==> src/rtl/ctr_dn_pkg.sv <==
package ctr_dn_pkg;

    typedef enum logic [2:0] {
        M_TC_EVENT = 3'd0,
        M_ONESHOT  = 3'd1,
        M_RATE     = 3'd2,
        M_SQUARE   = 3'd3,
        M_SW_STB   = 3'd4,
        M_HW_STB   = 3'd5
    } ctr_mode_e;

    function automatic ctr_mode_e decode_mode(input logic [2:0] code);
        ctr_mode_e m;
        case (code)
            3'd0:    m = M_TC_EVENT;
            3'd1:    m = M_ONESHOT;
            3'd2:    m = M_RATE;
            3'd3:    m = M_SQUARE;
            3'd4:    m = M_SW_STB;
            3'd5:    m = M_HW_STB;
            3'd6:    m = M_RATE;
            default: m = M_SQUARE;
        endcase
        return m;
    endfunction

endpackage

==> src/rtl/ctr_gate_edge.sv <==
module ctr_gate_edge (
    input  logic clk,
    input  logic rst_n,
    input  logic gate_i,
    output logic rise_o
);
    logic gate_d, gate_q;

    always_comb gate_d = gate_i;

    always_ff @(posedge clk or negedge rst_n) begin
        if (!rst_n) gate_q <= 1'b1;
        else        gate_q <= gate_d;
    end

    assign rise_o = gate_i & ~gate_q;
endmodule

==> src/rtl/ctr_decr.sv <==
module ctr_decr #(
    parameter int CNT_W = 32
) (
    input  logic [CNT_W-1:0] cnt_i,
    output logic [CNT_W-1:0] cnt_m1_o,
    output logic             at_one_o
);
    localparam logic [CNT_W-1:0] ONE = {{(CNT_W-1){1'b0}}, 1'b1};

    always_comb begin
        cnt_m1_o = cnt_i - ONE;
        at_one_o = (cnt_i == ONE);
    end
endmodule

==> src/rtl/ctr_half_len.sv <==
module ctr_half_len #(
    parameter int CNT_W = 32
) (
    input  logic [CNT_W-1:0] n_i,
    output logic [CNT_W-1:0] hi_o,
    output logic [CNT_W-1:0] lo_o
);
    localparam logic [CNT_W-1:0] ONE = {{(CNT_W-1){1'b0}}, 1'b1};

    logic [CNT_W-1:0] half;
    logic [CNT_W-1:0] hi_raw;

    always_comb begin
        half   = n_i >> 1;
        hi_raw = half + {{(CNT_W-1){1'b0}}, n_i[0]};
        hi_o   = (hi_raw == '0) ? ONE : hi_raw;
        lo_o   = (half == '0)   ? ONE : half;
    end
endmodule

==> src/rtl/ctr_dn_chan.sv <==
module ctr_dn_chan
    import ctr_dn_pkg::*;
#(
    parameter int CNT_W = 32
) (
    input  logic             clk,
    input  logic             rst_n,
    input  logic             tick_i,
    input  logic             gate_i,
    input  logic             mode_wr_i,
    input  logic [2:0]       mode_sel_i,
    input  logic             count_wr_i,
    input  logic [CNT_W-1:0] count_val_i,
    output logic             out_o
);
    localparam logic [CNT_W-1:0] ONE = {{(CNT_W-1){1'b0}}, 1'b1};

    typedef struct packed {
        ctr_mode_e        mode;
        logic [CNT_W-1:0] count;
        logic [CNT_W-1:0] reload;
        logic             out;
        logic             run;
    } chan_st_t;

    chan_st_t st_d, st_q;

    logic             rise_w;
    logic [CNT_W-1:0] cnt_m1_w;
    logic             at_one_w;
    logic [CNT_W-1:0] load_src_w;
    logic [CNT_W-1:0] hi_w, lo_w;
    ctr_mode_e        new_mode_w;
    logic             step_w;

    ctr_gate_edge u_edge (
        .clk    (clk),
        .rst_n  (rst_n),
        .gate_i (gate_i),
        .rise_o (rise_w)
    );

    ctr_decr #(.CNT_W(CNT_W)) u_decr (
        .cnt_i    (st_q.count),
        .cnt_m1_o (cnt_m1_w),
        .at_one_o (at_one_w)
    );

    assign load_src_w = count_wr_i ? count_val_i : st_q.reload;

    ctr_half_len #(.CNT_W(CNT_W)) u_half (
        .n_i  (load_src_w),
        .hi_o (hi_w),
        .lo_o (lo_w)
    );

    always_comb begin
        st_d       = st_q;
        new_mode_w = decode_mode(mode_sel_i);
        step_w     = st_q.run & tick_i;

        if (mode_wr_i) begin
            st_d.mode = new_mode_w;
            st_d.run  = 1'b0;
            st_d.out  = (new_mode_w != M_TC_EVENT);
        end else begin
            case (st_q.mode)
                M_TC_EVENT: begin
                    if (count_wr_i) begin
                        st_d.count = count_val_i;
                        st_d.out   = 1'b0;
                        st_d.run   = 1'b1;
                    end else if (step_w && gate_i) begin
                        if (at_one_w) begin
                            st_d.count = '0;
                            st_d.out   = 1'b1;
                            st_d.run   = 1'b0;
                        end else begin
                            st_d.count = cnt_m1_w;
                        end
                    end
                end

                M_ONESHOT, M_HW_STB: begin
                    if (st_q.mode == M_HW_STB && tick_i && !st_q.out)
                        st_d.out = 1'b1;
                    if (count_wr_i)
                        st_d.reload = count_val_i;
                    if (rise_w) begin
                        st_d.count = load_src_w;
                        st_d.run   = 1'b1;
                        st_d.out   = (st_q.mode == M_HW_STB);
                    end else if (step_w) begin
                        if (at_one_w) begin
                            st_d.count = '0;
                            st_d.run   = 1'b0;
                            st_d.out   = (st_q.mode == M_ONESHOT);
                        end else begin
                            st_d.count = cnt_m1_w;
                        end
                    end
                end

                M_RATE: begin
                    if (count_wr_i)
                        st_d.reload = count_val_i;
                    if (count_wr_i && !st_q.run) begin
                        st_d.count = count_val_i;
                        st_d.out   = 1'b1;
                        st_d.run   = 1'b1;
                    end else if (step_w && gate_i) begin
                        if (at_one_w) begin
                            st_d.count = load_src_w;
                            st_d.out   = 1'b0;
                        end else begin
                            st_d.count = cnt_m1_w;
                            st_d.out   = 1'b1;
                        end
                    end
                end

                M_SQUARE: begin
                    if (count_wr_i)
                        st_d.reload = count_val_i;
                    if (count_wr_i && !st_q.run) begin
                        st_d.count = hi_w;
                        st_d.out   = 1'b1;
                        st_d.run   = 1'b1;
                    end else if (step_w && gate_i) begin
                        if (at_one_w) begin
                            st_d.out   = ~st_q.out;
                            st_d.count = st_q.out ? lo_w : hi_w;
                        end else begin
                            st_d.count = cnt_m1_w;
                        end
                    end
                end

                M_SW_STB: begin
                    if (count_wr_i) begin
                        st_d.count = count_val_i;
                        st_d.run   = 1'b1;
                        st_d.out   = 1'b1;
                    end else begin
                        if (tick_i && !st_q.out)
                            st_d.out = 1'b1;
                        if (step_w && gate_i) begin
                            if (at_one_w) begin
                                st_d.count = '0;
                                st_d.run   = 1'b0;
                                st_d.out   = 1'b0;
                            end else begin
                                st_d.count = cnt_m1_w;
                            end
                        end
                    end
                end

                default: st_d = st_q;
            endcase
        end
    end

    always_ff @(posedge clk or negedge rst_n) begin
        if (!rst_n) begin
            st_q.mode   <= M_TC_EVENT;
            st_q.count  <= '0;
            st_q.reload <= '0;
            st_q.out    <= 1'b0;
            st_q.run    <= 1'b0;
        end else begin
            st_q <= st_d;
        end
    end

    assign out_o = st_q.out;

    AST_TC_HOLD_HIGH: assert property (@(posedge clk) disable iff (!rst_n)
        (st_q.mode == M_TC_EVENT && st_q.out && !mode_wr_i && !count_wr_i) |=> st_q.out);

    AST_ONESHOT_TRIG_LOW: assert property (@(posedge clk) disable iff (!rst_n)
        (st_q.mode == M_ONESHOT && rise_w && !mode_wr_i) |=> !st_q.out);

    AST_RATE_STROBE_SHORT: assert property (@(posedge clk) disable iff (!rst_n)
        (st_q.mode == M_RATE && !st_q.out && st_q.run && tick_i && gate_i && !mode_wr_i
         && st_q.reload > ONE && !count_wr_i) |=> st_q.out);

    AST_STROBE_SHORT: assert property (@(posedge clk) disable iff (!rst_n)
        ((st_q.mode == M_SW_STB || st_q.mode == M_HW_STB) && !st_q.out && tick_i && !mode_wr_i)
        |=> st_q.out);

    AST_GATE_FREEZE: assert property (@(posedge clk) disable iff (!rst_n)
        ((st_q.mode == M_RATE || st_q.mode == M_SQUARE) && st_q.run && !gate_i
         && !mode_wr_i && !count_wr_i) |=> ($stable(st_q.count) && $stable(st_q.out)));

    AST_NO_TICK_HOLD: assert property (@(posedge clk) disable iff (!rst_n)
        (!tick_i && !mode_wr_i && !count_wr_i && !rise_w) |=> $stable(st_q.count));

endmodule

==> config.mk <==
export PLATFORM = sky130hd
export DESIGN_NAME = ctr_dn_chan
export DESIGN_NICKNAME = d
export VERILOG_FILES = /design/src/rtl/ctr_dn_pkg.sv /design/src/rtl/ctr_gate_edge.sv /design/src/rtl/ctr_decr.sv /design/src/rtl/ctr_half_len.sv /design/src/rtl/ctr_dn_chan.sv
export SDC_FILE = /design/constraint.sdc
export NUM_CORES = 1
export LEC_CHECK = 0
export BUFFER_PORTS_ARGS = -buffer_cell sky130_fd_sc_hd__clkbuf_2
export CORE_UTILIZATION = 45
export CTS_CLUSTER_DIAMETER = 80
export DETAILED_ROUTE_END_ITERATION = 10
export GPL_ROUTABILITY_DRIVEN = 0
export SYNTH_ARGS = -nofsm -noshare
export SYNTH_HDL_FRONTEND = slang
export SYNTH_HIERARCHICAL = 1
export SYNTH_SLANG_ARGS = --single-unit
==> constraint.sdc <==
create_clock -name clk -period 3 [get_ports clk]
set_clock_uncertainty 0.1 [all_clocks]
set_input_delay 0.45 -clock clk [delete_from_list [all_inputs] [get_ports clk]]
set_output_delay 0.45 -clock clk [all_outputs]
set_load 0.02 [all_outputs]
======== Yosys cells after proc, flatten, opt, wreduce, memory -nomap -nowiden ========
Index checks and enable logic that the tools add are counted.
word-level totals
  register bits after elaboration ......... 70
  logic and storage cells ................. 96
  input port bits ......................... 41
cells by class
  multiplexer cells ....................... 37
  bitwise logic cells ..................... 5
  $add $sub $neg .......................... 2
  equal/unequal tests ..................... 24
  reductions and logical operators ........ 22
operator list
  operator               number
  $mux 32                14
  $pmux 32 s4            1
  $logic_not 32->1       2
  $ne 4x4->1 const B     9
  $add 31x1->32          1
  $eq 32x1->1 const B    1
  $sub 32x1->32 const B  1
  $mux 31                1
  $mux 2                 10
  $eq 3x3->1 const B     5
  $pmux 3 s5             1
  $reduce_and 6->1       2
  $pmux 2 s5             1
  $eq 3x2->1 const B     3
  $mux 1                 9
  $ne 3x3->1 const B     3
  $reduce_and 7->1       1
  $eq 3x1->1 const B     2
  $logic_not 3->1        2
  $reduce_bool 6->1      1
  $reduce_or 2->1        3
  $logic_and 1x1->1      5
  $reduce_bool 4->1      1
  $reduce_or 4->1        1
  other kinds (6)        10

======== Longest topological paths before layout ========
Gate-level depths: netlist (run 1).
  depth in word-level cells ............... 9
  depth in mapped cells ................... 16
  depth with buffers taken out ............ 13

======== Cells and area by module ========
The synthesis (run 1) kept the hierarchy.
modules (own cells, without submodules)
  module         area each (sq um)  sequential area each (sq um)  instances  cells each
  ctr_dn_chan    6677.7             1726.7                        1          832
  ctr_half_len   1308.8             0.0                           1          214
  ctr_decr       832.0              0.0                           1          97
  ctr_gate_edge  40.0               26.3                          1          2

======== Worst setup path after synthesis (run 1) ========
OpenSTA, ideal clock, no wires.
  path type ............................... input to register
  start point ............................. input count_wr_i
  end point ............................... register st_q[34] (netlist bit)
  required time ........................... 2.836 ns
  path slack .............................. -0.662 ns
  buffers on the path ..................... 3
  arrival ................................. 3.497 ns
  cell stages on the path ................. 16
  cells stage by stage .................... buf_6 > buf_12 > mux2i_2 > inv_1 > ha_1 > ha_1 > nand2_1 > or3_1 > buf_2 > o31a_1 > nor4_2 > nand4_1 > o41ai_2 > a21oi_1 > o311ai_1 > mux2_4
between the ends
  longest elaborated chain between the ends .. 9
  elaborated cells on any way between the ends .. 21
  those cells by class .................... add/sub: 1; eq/ne: 3; mux: 13; reduce/logical: 4
RTL lines
  element                  RTL line            text
  start: declaration       ctr_dn_chan.sv:12   input logic count_wr_i,
  $mux 32 (*)              -
  named net load_src_w[1]  ctr_dn_chan.sv:31   logic [CNT_W-1:0] load_src_w;
  $add 31x1->32 (*)        ctr_half_len.sv:15  hi_raw = half + {{(CNT_W-1){1'b0}}, n_i[0]};
  $logic_not 32->1         ctr_half_len.sv:16  hi_o = (hi_raw == '0) ? ONE : hi_raw;
  $mux 32 (*)              ctr_half_len.sv:16
  named net hi_w[0]        ctr_dn_chan.sv:32   logic [CNT_W-1:0] hi_w, lo_w;
  $mux 32                  ctr_dn_chan.sv:132  st_d.count = st_q.out ? lo_w : hi_w;
  $mux 32                  ctr_dn_chan.sv:130  if (at_one_w) begin
  $mux 32                  ctr_dn_chan.sv:129  end else if (step_w && gate_i) begin
  $mux 32 (*)              ctr_dn_chan.sv:125  if (count_wr_i && !st_q.run) begin
  $pmux 32 s4 (*)          ctr_dn_chan.sv:67   case (st_q.mode)
  end signal: assignment   ctr_dn_chan.sv:172  st_q <= st_d;
  end: declaration         ctr_dn_chan.sv:26   chan_st_t st_d, st_q;
Mark *: on every way through the listed nets, which the timed path passes. The rest lies on a longest branch. The select of a mux whose other input is x is not followed.
A chain may end at the register's enable or synchronous reset.

======== Worst setup path in the final report (run 1) ========
  start point ............................. register st_q[35] (netlist bit)
  end point ............................... register st_q[60] (netlist bit)
between the ends
  longest elaborated chain between the ends .. 5
  elaborated cells on any way between the ends .. 14
  those cells by class .................... add/sub: 1; eq/ne: 1; mux: 12
RTL lines
  element                                   RTL line           text
  $eq 32x1->1 (*)                           ctr_decr.sv:12     at_one_o = (cnt_i == ONE);
  named net at_one_w                        ctr_dn_chan.sv:30  logic at_one_w;
  $mux 32 (on tied branches) (3 in series)  -
  $pmux 32 s4 (*)                           ctr_dn_chan.sv:67
Marks and branches as above.

==> impl_metrics.tcl, run 1 <==
set metrics [dict create \
    areaGrowthSynthToFinish_pct 37.41 \
    setup_slack_ns -0.1719 \
    cap_violations 0 \
    setup_violations 32 \
    synth_edf_count 0 \
    syn_avg_cell_area_um2 7.737 \
    final_cell_mix "225 x buf_4, 91 x nand2_1, 86 x nor2_1" \
    critPathRequiredTime_ns 3.20 \
    synth_cell_type_count 85 \
    drt_pass1_iterations 8 \
    cts_root_buf "clkbuf_16" \
    wirelength_mm 32.96 \
    p_total_mw 7.767 \
    vias 9680 \
    min_path_type "in2reg" \
    groute.usage.overall 0.3237 \
    synth-async-reset-ratio 1.000 \
    max_slew.worst_pin.slew_ns 1.174 \
    ys_warn_count 6 \
    synth_area_um2 8858 \
    slew_violations 0 \
    syn_inst 1145 \
    cts_buffers 9 \
    ys.flop_type "dfrtp_1" \
    grt_pass1_wl_mm 50.34 \
    path_clk_slew_ns 0.06 \
    hold_viol_final 0 \
    dp_slack_ns -0.5279 \
    clock-sinks 70 \
    irDropWorstVdd_mv 0.4257 \
    synth_seq_area_share 0.1979 \
    grt_pass1_vias 9210 \
    worstSetupStartpointType "flop" \
    grt_antenna_before_repair 0 \
    fin_crit_sh 1.057 \
    leakagePower_nw 5.323 \
    synth-seq-cells 70 \
    arrival_ns 3.37 \
    initial_core_util 0.4658 \
    dp_hpwl_mm 22.07 \
    crit_type "reg2reg" \
    cts_tree "built" \
    insertion_delay_ns 0.36 \
    worstPathMaxFanout 6 \
    grt_max_degree 71 \
    fin_crit_ns 3.172 \
    postRouteAntennaNets 0 \
    seq_area_um2 1753 \
    powerDensity_nw_per_um2 638.1 \
    crit_path_end_kind "flop" \
    core_um2 19020 \
    nFillCells 1612 \
    layout-drive-gt1-share 0.3876 \
    die_width_um 142.3 \
    wl_per_cell_um 20.61 \
    num_antenna_cells 0 \
    row_count 50 \
    io_pins 42 \
    slew_headroom 0.2144 \
    htreeDepth 3 \
    rsz0062_at_grt "true" \
    die_h_um 142.3 \
    drc 0 \
    holdWs_ns 0.1529 \
    syn_nets 1190 \
    violations "setup timing" \
    cts_buffer_depth 2 \
    port_buffers 41 \
    status "finished with violations" \
    vias_per_cell 6.054 \
    overflow 0 \
    die_area_um2 20250 \
    final_nets 1379 \
    final_common_cell "buf_4" \
    drtIter0Drc 878 \
    multiInputGateArea_um2 6863 \
    fmax_mhz 315.3 \
]
-- per-layer routing --
layer	track usage	share of wire
met1	0.4215	0.42
met2	0.5402	0.47
met5	0	0
met3	0.04980	0.070
met4	0.1177	0.034
-- state kept, by name (all words and copies together) (netlist names) --
register	count
out_o	1
st_q	68
u_edge/gate_q	1
-- through the flow --
step	instance area, um^2	utilization	TNS, ns	std cells
2_1_floorplan	8979	-	-0.4450	1145
3_3_place_gp	10660	0.5607	-7.981	1547
3_5_place_dp	10660	0.5607	-7.378	1547
4_1_cts	11460	0.6028	-2.545	1572
5_1_grt	12170	0.6401	-6.462	1599
6_report	12170	0.6401	-3.042	1599
-- cells in the mapped netlist (4+ instances only) --
| library cell | instances | area share |
|---|---|---|
| a21oi_1 | 54 | 0.031 |
| nand3_1 | 14 | 0.0079 |
| mux2_4 | 30 | 0.051 |
| o21ai_0 | 100 | 0.056 |
| buf_12 | 5 | 0.011 |
| a22oi_1 | 24 | 0.020 |
| mux2_2 | 4 | 0.0051 |
| mux2i_1 | 34 | 0.038 |
| dfrtp_1 | 69 | 0.19 |
| nor4_1 | 19 | 0.013 |
| ha_1 | 4 | 0.0056 |
| or2_2 | 4 | 0.0028 |
| nor4_2 | 8 | 0.011 |
| nor3_1 | 17 | 0.0096 |
| o31ai_1 | 4 | 0.0034 |
| xor2_1 | 31 | 0.031 |
| clkbuf_1 | 66 | 0.028 |
| o21ai_1 | 5 | 0.0028 |
| nor2b_1 | 10 | 0.0071 |
| o21a_1 | 23 | 0.019 |
| nand3b_1 | 5 | 0.0042 |
| nor3_2 | 4 | 0.0045 |
| nand4_1 | 15 | 0.011 |
| or4_1 | 4 | 0.0034 |
| and2_1 | 28 | 0.020 |
| or3_1 | 12 | 0.0085 |
| a32oi_1 | 11 | 0.011 |
| o22ai_1 | 9 | 0.0064 |
| and2_0 | 4 | 0.0028 |
| nor2_1 | 90 | 0.038 |
| and3_1 | 6 | 0.0042 |
| o311ai_1 | 22 | 0.022 |
| inv_1 | 59 | 0.025 |
| xnor2_1 | 23 | 0.023 |
| mux2i_2 | 21 | 0.033 |
| nand2b_1 | 56 | 0.040 |
| buf_2 | 31 | 0.018 |
| a211oi_1 | 30 | 0.025 |
| buf_4 | 14 | 0.012 |
| a221o_1 | 8 | 0.0090 |
| o2111ai_1 | 4 | 0.0040 |
| buf_6 | 6 | 0.0076 |
| nand2_1 | 94 | 0.040 |
-- kinds of logic after synthesis --
| kind of cell | Yosys count | share of synthesized area |
|---|---|---|
| muxes | 90 | 0.1295 |
| other | 1 | 0.0004233 |
| xor gates and xnor gates | 55 | 0.05523 |
| and+or+nand+nor | 417 | 0.2664 |
| adders and majority gates | 4 | 0.005650 |
| AOI/OAI and AO/OA | 319 | 0.2374 |
| buffers and inverters | 189 | 0.1075 |
| DFF | 70 | 0.1979 |
-- cell type report --
cell class | count | area share
multi-input combinational | 886 | 0.5638
timing repair buffer | 307 | 0.2222
sequential | 70 | 0.1440
tap | 260 | 0.02672
clock buffer | 12 | 0.02107
inverter | 60 | 0.01850
clock inverter | 4 | 0.003700
-- critical path: stages (launching register included) --
cell and delay, ns:
dfrtp_1 0.39, inv_2 0.10, ha_4 0.13, or4b_4 0.45, or3_4 0.36, nor4_4 0.15
buf_6 0.20, clkbuf_16 0.18, buf_8 0.13, o22ai_4 0.06, a221o_1 0.35, a32oi_2 0.31
mux2_4 0.20
-- report_power, final --
group | switching (mW) | internal, mW
Combinational | 2.58 | 2.42
Clock | 0.470 | 0.687
Sequential | 0.338 | 1.27
Total | 3.39 | 4.38
-- path summary, 6_finish.rpt --
path | end | depth (start not counted) | startpoint | slack [ns]
hold / removal | u_edge/gate_q | 1 | gate_i | 0.15
setup / recovery | st_q[60] | 12 | st_q[35] | -0.17
hold reg to reg | st_q[20] | 2 | st_q[20] | 0.40
setup reg to reg | st_q[60] | 12 | st_q[35] | -0.17
min in group asynchronous | st_q[0] | 1 | rst_n | 0.16
max in group asynchronous | st_q[21] | 1 | rst_n | 1.99
-- what timing repair did --
action                     4_1_cts  5_1_grt
resized for setup               69       92
pin swaps                       25       59
setup buffers                    4       22
setup endpoints to repair       34       34
hold buffers                     0        0
gates cloned                     5        6
Power figures use the tool's default switching activity.
==> run 2, diff against run 1 <==
--- a/config.mk
+++ b/config.mk
@@ -10,6 +10,7 @@
 export CTS_CLUSTER_DIAMETER = 80
 export DETAILED_ROUTE_END_ITERATION = 10
 export GPL_ROUTABILITY_DRIVEN = 0
+export GPL_TIMING_DRIVEN = 0
 export SYNTH_ARGS = -nofsm -noshare
 export SYNTH_HDL_FRONTEND = slang
 export SYNTH_HIERARCHICAL = 1
==> run 2 against run 1 <==
Compared with the run above: the flow still finishes with violations (setup timing); flip-flop and latch count unchanged; critical endpoint is now st_q[34]; sequential share of layout area up 0.58 points; largest cell class unchanged; worst setup slack worse by 0.29 ns.
==> impl_metrics.tcl, run 2 (same netlist as run 1, synthesis figures left out) <==
set metrics [dict create \
    status "finished with violations" \
    violations "setup timing" \
    areaGrowthSynthToFinish_pct 32.39 \
    critPathRequiredTime_ns 3.19 \
    port_buffers 41 \
    grt_pass1_wl_mm 53.69 \
    final_common_cell "nand2_1" \
    num_antenna_cells 0 \
    cap_violations 0 \
    grt_use_met1 0.4707 \
    dp_hpwl_mm 24.53 \
    hold_viol_final 0 \
    htreeDepth 3 \
    rsz0062_at_grt "true" \
    postRouteAntennaNets 0 \
    arrival_ns 3.66 \
    seq_area_um2 1757 \
    multiInputGateArea_um2 7008 \
    powerDensity_nw_per_um2 647.1 \
    initial_core_util 0.4658 \
    final_nets 1336 \
    largest_register "st_q" \
    cts_buffers 9 \
    worstPathMaxFanout 8 \
    final_cell_mix "92 x nand2_1, 84 x buf_4, 77 x nor2_1" \
    slew_headroom 0.1257 \
    fin_crit_sh 1.156 \
    p_total_mw 7.588 \
    slowest_stage "or3_4" \
    grtUsageMet2 0.5457 \
    nFillCells 1684 \
    drc 0 \
    crit_chain "clkbuf_16, buf_16, mux2i_4, inv_2, ha_4, buf_6, nand3_4, or3_4, nor4_4, o2111a_1, o2111ai_2, o41ai_4, a21oi_2, o311ai_2, mux2_4" \
    cts_root_buf "clkbuf_16" \
    wirelength_mm 36.54 \
    busiest_layer "met2" \
    drt_pass1_iterations 8 \
    critPathTopFamily "compound AO/OA/AOI/OAI gates" \
    die_h_um 142.3 \
    setup_slack_ns -0.4666 \
    layout-drive-gt1-share 0.3457 \
    fmax_mhz 288.5 \
    min_path_type "in2reg" \
    vias_per_cell 6.430 \
    leakagePower_nw 4.944 \
    insertion_delay_ns 0.36 \
    cpPeakStageDelay_ns 0.43 \
    path_buf_inv 4 \
    final_core_util 0.6166 \
    slew_violations 0 \
    die_width_um 142.3 \
    gr-usage-met3 0.05013 \
    vias 10010 \
    holdWs_ns 0.1492 \
    core_um2 19020 \
    cts_tree "built" \
    irDropWorstVdd_mv 0.3801 \
    path_clk_slew_ns 0.06 \
    io_pins 42 \
    placed_area_um2 9532 \
    largest_register_ffs 68 \
    final_area_um2 11730 \
    grt_pass1_vias 9280 \
    grt_max_degree 38 \
    clock-sinks 70 \
    setup_violations 34 \
    grt_antenna_before_repair 0 \
    row_count 50 \
    wl_per_cell_um 23.48 \
    drtIter0Drc 1318 \
    worstSetupStartpointType "primary input" \
    fin_crit_ns 3.467 \
    cts_buffer_depth 2 \
    crit_type "in2reg" \
    overflow 0 \
    max_slew.worst_pin.slew_ns 1.303 \
    die_area_um2 20250 \
    groute.usage.overall 0.3518 \
    crit_path_end_kind "flop" \
]
-- run 2: cell types whose count changed in the layout (fill, tap and decap cells not counted), sizes merged --
cell | previous run | this run
clkinv | 3 | 4
buf | 261 | 158
dlygate4sd3 | 0 | 1
clkinvlp | 0 | 1
clkbuf | 57 | 114
-- run 2: worst reg2reg max path: stages, from the launching register on --
cell	delay, ns
dfrtp_1	0.34
mux2i_1	0.12
inv_1	0.13
buf_2	0.31
nand3_4	0.14
or3_4	0.43
nor4_4	0.39
o2111a_1	0.26
o2111ai_2	0.16
o41ai_4	0.43
a21oi_2	0.08
o311ai_2	0.28
mux2_4	0.20
-- run 2: path summary, 6_finish.rpt --
check / start / endpoint / slack (ns) / cells past startpoint
setup / recovery: count_wr_i / st_q[34] / -0.47 / 15
hold / removal: gate_i / u_edge/gate_q / 0.15 / 1
setup reg to reg: st_q[5] / st_q[34] / -0.43 / 12
hold reg to reg: st_q[13] / st_q[13] / 0.40 / 2
max in group asynchronous: rst_n / st_q[34] / 1.66 / 3
min in group asynchronous: rst_n / st_q[0] / 0.53 / 2
-- run 2: through the flow --
stage / instances / setup slack, ns / setup TNS (ns)
2_1_floorplan: 1145 / -0.2179 / -0.4450
3_3_place_gp: 1446 / -1.079 / -25.45
3_5_place_dp: 1447 / -1.103 / -24.68
4_1_cts: 1509 / -0.4245 / -10.36
5_1_grt: 1556 / -0.5048 / -13.02
6_report: 1556 / -0.4666 / -9.804
-- run 2: what timing repair did --
action / 4_1_cts / 5_1_grt
gates resized for setup: 155 / 122
endpoints found under the setup margin: 34 / 34
cloned: 4 / 2
pin swaps: 75 / 72
hold endpoints to repair: 2 / 0
hold buffers: 1 / 0
buffers inserted: 45 / 54
-- run 2: final cells by class --
| class | instances | area share |
|---|---|---|
| repair buffers | 144 | 0.1044 |
| inverters | 60 | 0.01920 |
| clock buffers | 10 | 0.02038 |
| clock inverters | 6 | 0.005228 |
| multi-input cells | 886 | 0.5976 |
| well taps | 260 | 0.02774 |
| flip-flops and latches | 70 | 0.1498 |
| plain buffers | 120 | 0.07564 |
-- run 2: routing by layer --
metal,part of all wire,routed length [um],vias up
met5,0,0,-
met4,0.058,2114,0
met3,0.090,3275,178
met2,0.44,16190,627
met1,0.41,14960,4815
li1,-,-,4385
-- run 2: report_power, final --
part	switching, mW	internal, mW	total (mW)	leakage, nW
Sequential	0.484	1.27	1.75	0.845
Clock	0.488	0.664	1.15	0.148
Combinational	2.59	2.10	4.68	3.95
==> run 3, diff against run 2 <==
--- a/config.mk
+++ b/config.mk
@@ -6,11 +6,12 @@
 export NUM_CORES = 1
 export LEC_CHECK = 0
 export BUFFER_PORTS_ARGS = -buffer_cell sky130_fd_sc_hd__clkbuf_2
+export CORE_MARGIN = 10
 export CORE_UTILIZATION = 45
 export CTS_CLUSTER_DIAMETER = 80
 export DETAILED_ROUTE_END_ITERATION = 10
 export GPL_ROUTABILITY_DRIVEN = 0
-export GPL_TIMING_DRIVEN = 0
+export GPL_TIMING_DRIVEN = 1
 export SYNTH_ARGS = -nofsm -noshare
 export SYNTH_HDL_FRONTEND = slang
 export SYNTH_HIERARCHICAL = 1
==> run 3 against run 2 <==
Compared with the run above: combinational power grew 2%; global-route usage shrank 11 points; first-iteration DRC count shrank 21%; final cell count grew 1.2%; worst hold slack lost 0.11 ns; clock power grew 8%; routed wire length shrank 7.2%; critical path depth shrank 2; the run still ends with setup timing left.
==> impl_metrics.tcl, run 3 (same netlist as run 1, synthesis figures left out) <==
set metrics [dict create \
    row_count 51 \
    areaGrowthSynthToFinish_pct 31.64 \
    postRouteAntennaNets 0 \
    fmax_mhz 320.7 \
    clock-sinks 70 \
    crit_chain "inv_2, ha_1, or4b_4, or3_4, nor4_4, buf_6, buf_12, buf_16, nand2b_4, mux2i_1, a22oi_1, o311ai_1, mux2_4" \
    grt_max_degree 69 \
    largest_register "st_q" \
    combinationalPowerShare 0.628 \
    drtIter0Drc 1041 \
    status "finished with violations" \
    dp_hpwl_mm 21.97 \
    die_area_um2 25700 \
    setup-tns-final_ns -1.696 \
    cap_violations 0 \
    final_cell_mix "210 x buf_4, 93 x nand2_1, 87 x nor2_1" \
    worstSetupStartpointType "flop" \
    vias 9522 \
    overflow 0 \
    setup_violations 30 \
    slew_headroom 0.2057 \
    slowest_stage "or4b_4" \
    max_slew.worst_pin.slew_ns 1.187 \
    cts_buffers 9 \
    setup_slack_ns -0.1184 \
    grt_pass1_vias 9147 \
    core_um2 19400 \
    cts_tree "built" \
    drt_pass1_iterations 5 \
    insertion_delay_ns 0.36 \
    seq_power_share 0.209 \
    final_common_cell "buf_4" \
    switching_power_mw 3.290 \
    internal_power_mw 4.320 \
    hold_viol_final 0 \
    layout-drive-gt1-share 0.3552 \
    cts_root_buf "clkbuf_16" \
    wirelength_mm 33.89 \
    reg2reg_slack_ns -0.12 \
    crit_path_end_kind "flop" \
    fin_crit_sh 1.039 \
    fin_crit_ns 3.118 \
    cts_buffer_depth 2 \
    num_antenna_cells 0 \
    dp_slack_ns -0.5418 \
    leakagePower_nw 5.127 \
    htreeDepth 3 \
    crit_type "reg2reg" \
    cpPeakStageDelay_ns 0.47 \
    wl_per_cell_um 21.53 \
    initial_core_util 0.4567 \
    port_buffers 41 \
    placed_area_um2 10550 \
    nFillCells 1790 \
    vias_per_cell 6.050 \
    hold_buffers 0 \
    worstPathMaxFanout 7 \
    die_width_um 160.3 \
    path_clk_slew_ns 0.07 \
    min_path_type "in2async" \
    largest_register_ffs 68 \
    pwr-share-clk 0.162 \
    die_h_um 160.3 \
    rsz0062_at_grt "true" \
    dp.cells 1540 \
    irDropWorstVdd_mv 0.3753 \
    final_nets 1349 \
    arrival_ns 3.27 \
    drc 0 \
    powerDensity_nw_per_um2 652.6 \
    grt_antenna_before_repair 0 \
    switching_share 0.4324 \
    critPathRequiredTime_ns 3.15 \
    violations "setup timing" \
    grt_pass1_wl_mm 51.11 \
    slew_violations 0 \
    groute.usage.overall 0.2454 \
    final_cells 1574 \
    io_pins 42 \
    final_area_um2 11660 \
]
-- run 3: per-layer routing --
| layer | up-vias | part of all wire | global-route usage | routed length [um] |
|---|---|---|---|---|
| met1 | 4561 | 0.42 | 0.3182 | 14210 |
| li1 | 4392 | - | - | - |
| met3 | 80 | 0.085 | 0.03758 | 2875 |
| met5 | - | 0 | 0 | 0 |
| met2 | 489 | 0.47 | 0.4109 | 15980 |
| met4 | 0 | 0.025 | 0.07429 | 833 |
-- run 3: repair_timing --
action,CTS,global route
gates cloned,4,5
endpoints found under the setup margin,34,34
pin swaps,11,29
gates resized for setup,39,54
buffers inserted,4,5
-- run 3: area by class of cell --
| class | instances | area [um^2] | area share |
|---|---|---|---|
| multi-input combinational | 886 | 6664 | 0.5715 |
| clock inverter | 6 | 85.08 | 0.007296 |
| clock buffer | 10 | 239.0 | 0.02049 |
| inverter | 60 | 225.2 | 0.01931 |
| timing repair buffer | 277 | 2362 | 0.2026 |
| tap | 265 | 331.6 | 0.02843 |
| sequential | 70 | 1754 | 0.1504 |
-- run 3: power by group through the flow --
stage | Combinational (mW) | Clock, mW | Sequential, mW
floorplan | 2.75 | 0 | 1.60
global route | 5.14 | 1.29 | 1.63
global placement | 4.21 | 0 | 1.58
finish | 4.78 | 1.24 | 1.59
detailed placement | 4.26 | 0 | 1.58
CTS | 4.44 | 1.25 | 1.58
-- run 3: final timing paths --
check	start	to	cells after the start
worst max-delay path	st_q[35]	st_q[57]	13
worst min-delay path	rst_n	st_q[67]	1
worst min register to register	st_q[9]	st_q[9]	2
max in group asynchronous	rst_n	u_edge/gate_q	2
min in group clk	gate_i	u_edge/gate_q	1
worst max register to register	st_q[35]	st_q[57]	13
-- run 3: critical path: cells and delay by family, from the launching register on --
family | cells | cell delay, ns
AO/OA/AOI/OAI | 2 | 0.37
adder cells (fa/ha/maj) | 1 | 0.13
buffers and inverters | 4 | 0.56
flip-flops | 1 | 0.40
multiplexers | 2 | 0.36
AND/OR/NAND/NOR | 4 | 1.10
-- run 3: through the flow --
stage                     hold slack [ns]  total power, mW  utilization
final                             0.03577            7.610       0.6011
after global placement             0.3826            5.789       0.5441
after floorplan                   0.05441            4.350            -
after global routing              0.08209            8.058       0.6011
after detailed placement           0.3906            5.847       0.5441
after CTS                         0.06283            7.265       0.5792
